**src/rtl/ssrx_pkg.sv**
```systemverilog
package ssrx_pkg;
  localparam int BYTE_BITS = 8;
  typedef logic [BYTE_BITS-1:0] rx_byte_t;
endpackage

```
**src/rtl/ssrx_sync.sv**
```systemverilog
// Multi-flop synchronizer per input line with rising-edge detection
module ssrx_sync #(
  parameter int LINES  = 3,
  parameter int STAGES = 2
) (
  input  logic             clk,
  input  logic             rst_n,
  input  logic [LINES-1:0] async_i,
  output logic [LINES-1:0] level_o,
  output logic [LINES-1:0] rise_o
);
  for (genvar i = 0; i < LINES; i++) begin : g_line
    // STAGES synchronizer flops plus one history flop for edge detection
    logic [STAGES:0] pipe;
    always_ff @(posedge clk or negedge rst_n) begin
      if (!rst_n) pipe <= '0;
      else        pipe <= {pipe[STAGES-1:0], async_i[i]};
    end
    assign level_o[i] = pipe[STAGES-1];
    assign rise_o[i]  = pipe[STAGES-1] & ~pipe[STAGES];
  end
endmodule

```
**src/rtl/ssrx_assembler.sv**
```systemverilog
// Shifts bits in MSB first and emits a one-cycle pulse per completed byte
module ssrx_assembler
  import ssrx_pkg::*;
(
  input  logic     clk,
  input  logic     rst_n,
  input  logic     bit_rise_i,
  input  logic     bit_val_i,
  input  logic     realign_i,
  output logic     byte_vld_o,
  output rx_byte_t byte_o
);
  localparam int CNTW = $clog2(BYTE_BITS);
  localparam logic [CNTW-1:0] LAST = CNTW'(BYTE_BITS - 1);

  logic [CNTW-1:0] pos_q;
  rx_byte_t        shift_q;
  rx_byte_t        shift_nx;

  assign shift_nx = {shift_q[BYTE_BITS-2:0], bit_val_i};

  always_ff @(posedge clk or negedge rst_n) begin
    if (!rst_n) begin
      pos_q      <= '0;
      shift_q    <= '0;
      byte_vld_o <= 1'b0;
      byte_o     <= '0;
    end else begin
      byte_vld_o <= 1'b0;
      if (realign_i) begin
        pos_q   <= '0;
        shift_q <= '0;
      end else if (bit_rise_i) begin
        shift_q <= shift_nx;
        pos_q   <= pos_q + 1'b1;
        if (pos_q == LAST) begin
          byte_vld_o <= 1'b1;
          byte_o     <= shift_nx;
        end
      end
    end
  end
endmodule

```
**src/rtl/ssrx_fifo.sv**
```systemverilog
// Byte queue; a push on a full queue is taken only if a pop happens on the same edge
module ssrx_fifo
  import ssrx_pkg::*;
#(
  parameter int DEPTH = 256,
  localparam int AW = $clog2(DEPTH),
  localparam int CW = $clog2(DEPTH + 1)
) (
  input  logic          clk,
  input  logic          rst_n,
  input  logic          push_i,
  input  rx_byte_t      push_data_i,
  input  logic          pop_ready_i,
  output logic          pop_valid_o,
  output rx_byte_t      pop_data_o,
  output logic [CW-1:0] count_o,
  output logic          drop_o
);
  rx_byte_t        mem [DEPTH];
  logic [AW-1:0]   wr_q, rd_q;
  logic            full, pop_fire, push_ok;

  assign full        = (count_o == CW'(DEPTH));
  assign pop_valid_o = (count_o != '0);
  assign pop_fire    = pop_valid_o & pop_ready_i;
  assign push_ok     = push_i & (~full | pop_fire);
  assign drop_o      = push_i & full & ~pop_fire;
  assign pop_data_o  = mem[rd_q];

  always_ff @(posedge clk) begin
    if (push_ok) mem[wr_q] <= push_data_i;
  end

  always_ff @(posedge clk or negedge rst_n) begin
    if (!rst_n) begin
      wr_q    <= '0;
      rd_q    <= '0;
      count_o <= '0;
    end else begin
      if (push_ok) wr_q <= (wr_q == AW'(DEPTH - 1)) ? '0 : wr_q + 1'b1;
      if (pop_fire) rd_q <= (rd_q == AW'(DEPTH - 1)) ? '0 : rd_q + 1'b1;
      count_o <= count_o + CW'(push_ok) - CW'(pop_fire);
    end
  end
endmodule

```
**src/rtl/ssrx_top.sv**
```systemverilog
module ssrx_top
  import ssrx_pkg::*;
#(
  parameter int DEPTH       = 256,
  parameter int LOW_MARK    = 64,
  parameter int SYNC_STAGES = 2
) (
  input  logic                         clk,
  input  logic                         rst_n,
  input  logic                         ser_clk_i,
  input  logic                         ser_frame_i,
  input  logic                         ser_data_i,
  output logic                         req_n_o,
  output logic                         pop_valid_o,
  input  logic                         pop_ready_i,
  output logic [BYTE_BITS-1:0]         pop_data_o,
  output logic [$clog2(DEPTH+1)-1:0]   fill_o,
  output logic                         overflow_o
);
  localparam int CW = $clog2(DEPTH + 1);
  localparam int L_CLK = 0, L_FRM = 1, L_DAT = 2;

  logic [2:0] lvl, rise;
  logic       byte_vld, drop, realign;
  rx_byte_t   byte_val;

  ssrx_sync #(.LINES(3), .STAGES(SYNC_STAGES)) u_sync (
    .clk     (clk),
    .rst_n   (rst_n),
    .async_i ({ser_data_i, ser_frame_i, ser_clk_i}),
    .level_o (lvl),
    .rise_o  (rise)
  );

  // framing edge counts only while the synchronized bit clock is low
  assign realign = rise[L_FRM] & ~lvl[L_CLK];

  ssrx_assembler u_asm (
    .clk        (clk),
    .rst_n      (rst_n),
    .bit_rise_i (rise[L_CLK]),
    .bit_val_i  (lvl[L_DAT]),
    .realign_i  (realign),
    .byte_vld_o (byte_vld),
    .byte_o     (byte_val)
  );

  ssrx_fifo #(.DEPTH(DEPTH)) u_fifo (
    .clk         (clk),
    .rst_n       (rst_n),
    .push_i      (byte_vld),
    .push_data_i (byte_val),
    .pop_ready_i (pop_ready_i),
    .pop_valid_o (pop_valid_o),
    .pop_data_o  (pop_data_o),
    .count_o     (fill_o),
    .drop_o      (drop)
  );

  assign req_n_o = (fill_o >= CW'(LOW_MARK));

  always_ff @(posedge clk or negedge rst_n) begin
    if (!rst_n)    overflow_o <= 1'b0;
    else if (drop) overflow_o <= 1'b1;
  end
endmodule

```
**config.mk**
```make
export PLATFORM = sky130hd
export DESIGN_NAME = ssrx_top
export DESIGN_NICKNAME = d
export VERILOG_FILES = /design/src/rtl/ssrx_pkg.sv /design/src/rtl/ssrx_sync.sv /design/src/rtl/ssrx_assembler.sv /design/src/rtl/ssrx_fifo.sv /design/src/rtl/ssrx_top.sv
export SDC_FILE = /design/constraint.sdc
export NUM_CORES = 2
export LEC_CHECK = 0
export ABC_AREA = 1
export BUFFER_PORTS_ARGS = -buffer_cell sky130_fd_sc_hd__buf_2
export CAP_MARGIN = 20
export CORE_ASPECT_RATIO = 2
export CORE_MARGIN = 2
export CORE_UTILIZATION = 44
export CTS_CLUSTER_DIAMETER = 150
export CTS_CLUSTER_SIZE = 30
export DETAILED_ROUTE_END_ITERATION = 16
export PLACE_DENSITY = 0.61
export SKIP_CTS_REPAIR_TIMING = 1
export SYNTH_ARGS = -nofsm -noshare
export SYNTH_HDL_FRONTEND = slang
export SYNTH_SLANG_ARGS = --single-unit
```
**constraint.sdc**
```tcl
create_clock -name clk -period 9.8 [get_ports clk]
set_input_delay 2.94 -clock clk [delete_from_list [all_inputs] [get_ports clk]]
set_output_delay 2.94 -clock clk [all_outputs]
set_load 0.01 [all_outputs]
```
==> impl_metrics.csv <==
group,metric,value,unit
floorplanning,die_y,639,um
sta,fin_crit_sh,84.3,%
grt,grt_max_degree,176,
outcome,outcome,"finished, final reports clean",
clocking,clock_sinks,2101,
floorplanning,die_x,321,um
layout,num-nets-final,7918,
clocking,tritoncts,"yes",
placed_design,portBuffers,25,
logic_synthesis,yosys_register_bits,2101,
grt,grt_overflow,0,
sta,fin_skew,0.0496,ns
layout,final_cells,10500,
routing,dr_total_vias,57000,
sta,finalHoldWorstSlack,0.352,ns
power_and_ir_drop,pwr-share-comb,34.2,%
sta,hold_viol,0,
clocking,cts_made_buffers,80,
grt,antenna_found_initial,3,
grt,grt_pass1_wl,362000,um
grt,grt_pass1_vias,55800,
power_and_ir_drop,p_int,13700,uW
logic_synthesis,synthTopCellsByCount,"nand2_1 (2,211), edfxtp_1 (2,048), nor2_1 (1,234), nand3_1 (726), inv_1 (626)",
sta,setup_slack,1.54,ns
power_and_ir_drop,netSwitchingFraction,38.6,%
placed_design,gp_congestion,0.906,
layout,area_growth,4.63,%
routing,antenna_left,0,
logic_synthesis,ys_types,35,
floorplanning,core_area,201000,um2
clocking,htree_num_levels,3,
logic_synthesis,syn_area,88700,um2
routing,drt-total-wl,247000,um
floorplanning,dieArea,205000,um2
power_and_ir_drop,irDropWorstVdd,0.000244,V
sta,fin_setup_tns,0,ns
floorplanning,initial_utilization,44.2,%
run,drv_cap,0,
logic_synthesis,syn_area_per_cell,10.9,um2
logic_synthesis,synth.most_common_cell,"nand2_1",
power_and_ir_drop,p_leak,0.0350,uW
routing,drc,0,
sta,rsz0062_at_grt,"no",
hold_path,min_path_type,"flop to flop",
sta,slew_violations,0,
logic_synthesis,synth_edf_count,2048,
layout,nFillCells,18100,
floorplanning,rows,233,
floorplanning,ios,26,
sta,fmax,121,MHz
clocking,clk_latency,0.75,ns
sta,worst_pin_slew,1.20,ns
placed_design,dp.cells,10400,
critical_path,path_class,"flop to output port",
power_and_ir_drop,p_sw,8620,uW
critical_path,cp-end-kind,"output port",
sta,relSlewSlack,19.6,%
routing,dr.first_iter.drc_count,5715,
critical_path,path_max_fanout,156,
placed_design,hpwlAfterDp,148000,um
placed_design,dp_slack,2.58,ns
power_and_ir_drop,power-per-cell-area,240,nW/um2
power_and_ir_drop,power,22300,uW
critical_path,worstPathArrival,5.32,ns
clocking,clkTransAtPathRegs,0.11,ns
layout,drive_above_1_share,3.12,%
power_and_ir_drop,seqPwrFrac,46.8,%
routing,wire_per_inst,23.5,um
critical_path,start_kind,"flop",
clocking,root_buffer,"clkbuf_16",
logic_synthesis,synth-async-reset-ratio,2.52,%
logic_synthesis,synth_fp_nets,8187,
logic_synthesis,synth_seq_area_share,70.8,%
logic_synthesis,syn_inst,8160,
clocking,clk_path_buf_depth,3,
logic_synthesis,synth.largest_area_cell,"edfxtp_1",
grt,grt_usage,23.8,%
sta,timing.final.crit_period,8.26,ns
power_and_ir_drop,clkPwrFrac,19.1,%
logic_synthesis,ys.flop_type,"edfxtp_1",
logic_synthesis,synth.top_cell.area_share,69.3,%
critical_path,critPathRequiredTime,6.86,ns
logic_synthesis,synth_warnings,0,
routing,dr.pass1.iters,9,
sta,setup_viol_count_final,0,
logic_synthesis,yosys-top-cells-area,"edfxtp_1 (69%), nand2_1 (9.4%), nor2_1 (5.2%)",
routing,vias_per_cell,5.42,
cells by family after synthesis:
family | Yosys count | synth area share (%)
buf+inv | 1105 | 5.56
xor+xnor | 14 | 0.138
flops | 2101 | 70.8
simple gates | 4210 | 19.0
compound gates | 709 | 4.20
fa+ha+maj | 21 | 0.305
state kept, by name, indices dropped and copies added, names as in the netlist:
signal,cells
u_fifo.wr_q,8
u_asm.shift_q,7
u_fifo.rd_q,8
u_sync.g_line.pipe,8
u_asm.byte_vld_o,1
u_asm.pos_q,3
u_asm.byte_o,8
overflow_o,1
u_fifo.count_o,9
u_fifo.mem,2048
placed cells by master (no fill, tap or decap), drive strengths merged:
cell type,Yosys,layout
inv,630,633
diode,0,1
dfrtp,53,53
xnor2,3,3
a21o,1,1
and3,2,2
o21ai,546,546
a311oi,1,1
o21bai,1,1
nand2,2211,2211
nor2,1234,1234
o22ai,13,13
clkbuf,114,115
nand3,726,726
xor2,11,11
o211ai,55,55
edfxtp,2048,2048
buf,350,113
a22o,2,2
ha,20,20
or2,21,21
clkinv,11,12
fa,1,1
nand3b,1,1
a21oi,89,89
a22oi,1,1
nor3,3,3
nor4,1,1
nand4,11,11
stage by stage:
stage               util [%]  cell area, um2
floorplan                  -           88700
global placement        45.1           90500
detailed placement      45.1           90500
CTS                     46.2           92800
global route            46.2           92800
finish                  46.2           92800
power by group through the flow:
stage	sequential, uW	clock [uW]	combinational [uW]
3_5_place_dp	10600	0	7600
3_3_place_gp	10600	0	7580
4_1_cts	10400	4300	7610
5_1_grt	10400	4570	8210
6_report	10400	4250	7620
2_1_floorplan	10800	0	4520
path summary, 6_finish.rpt:
kind | from | end | slack [ns] | cells past startpoint
max | u_fifo.rd_q[0] | pop_data_o[1] | 1.54 | 15
min | u_sync.g_line[0].pipe[0] | u_sync.g_line[0].pipe[1] | 0.35 | 0
max reg2reg | u_fifo.count_o[2] | u_fifo.mem[70][1] | 4.69 | 10
min reg2reg | u_sync.g_line[0].pipe[0] | u_sync.g_line[0].pipe[1] | 0.35 | 0
max in group asynchronous | rst_n | u_fifo.rd_q[0] | 6.78 | 1
min in group asynchronous | rst_n | overflow_o | 2.32 | 1
layer usage:
metal / global-route usage, % / wire length [um] / vias to the layer above / part of all wire [%]
met5: 0 / 7 / - / 0.0028
met4: 15.7 / 18600 / 2 / 7.5
met3: 2.26 / 12200 / 535 / 4.9
met2: 43.0 / 129000 / 1895 / 52
met1: 26.5 / 88200 / 28000 / 36
li1: - / - / 26600 / -
worst max-delay path, stage by stage (launching register included):
cell and delay, ns:
dfrtp_4 0.58, inv_8 0.61, buf_4 0.68, nand2_1 0.10, nand3_1 0.09, nand2_1 0.07, a21oi_1 0.47, nor2_1 0.10
nand2_1 0.09, nand3_1 0.46, nand2_1 0.22, nand2_1 0.07, nand2_1 0.14, clkinv_1 0.18, nand2_1 0.19, buf_2 0.17
cell type report:
| type | count | area [um2] | area share, % |
|---|---|---|---|
| diodes | 1 | 2.50 | 0.00270 |
| repair buffers | 113 | 996 | 1.07 |
| well taps | 2585 | 3230 | 3.49 |
| clock inverters | 4 | 56.3 | 0.0607 |
| multi-input cells | 4954 | 21000 | 22.6 |
| inverters | 641 | 2430 | 2.62 |
| clock buffers | 115 | 2200 | 2.37 |
| flip-flops and latches | 2101 | 62900 | 67.8 |
Note: power is estimated with default switching activity, not from simulation.
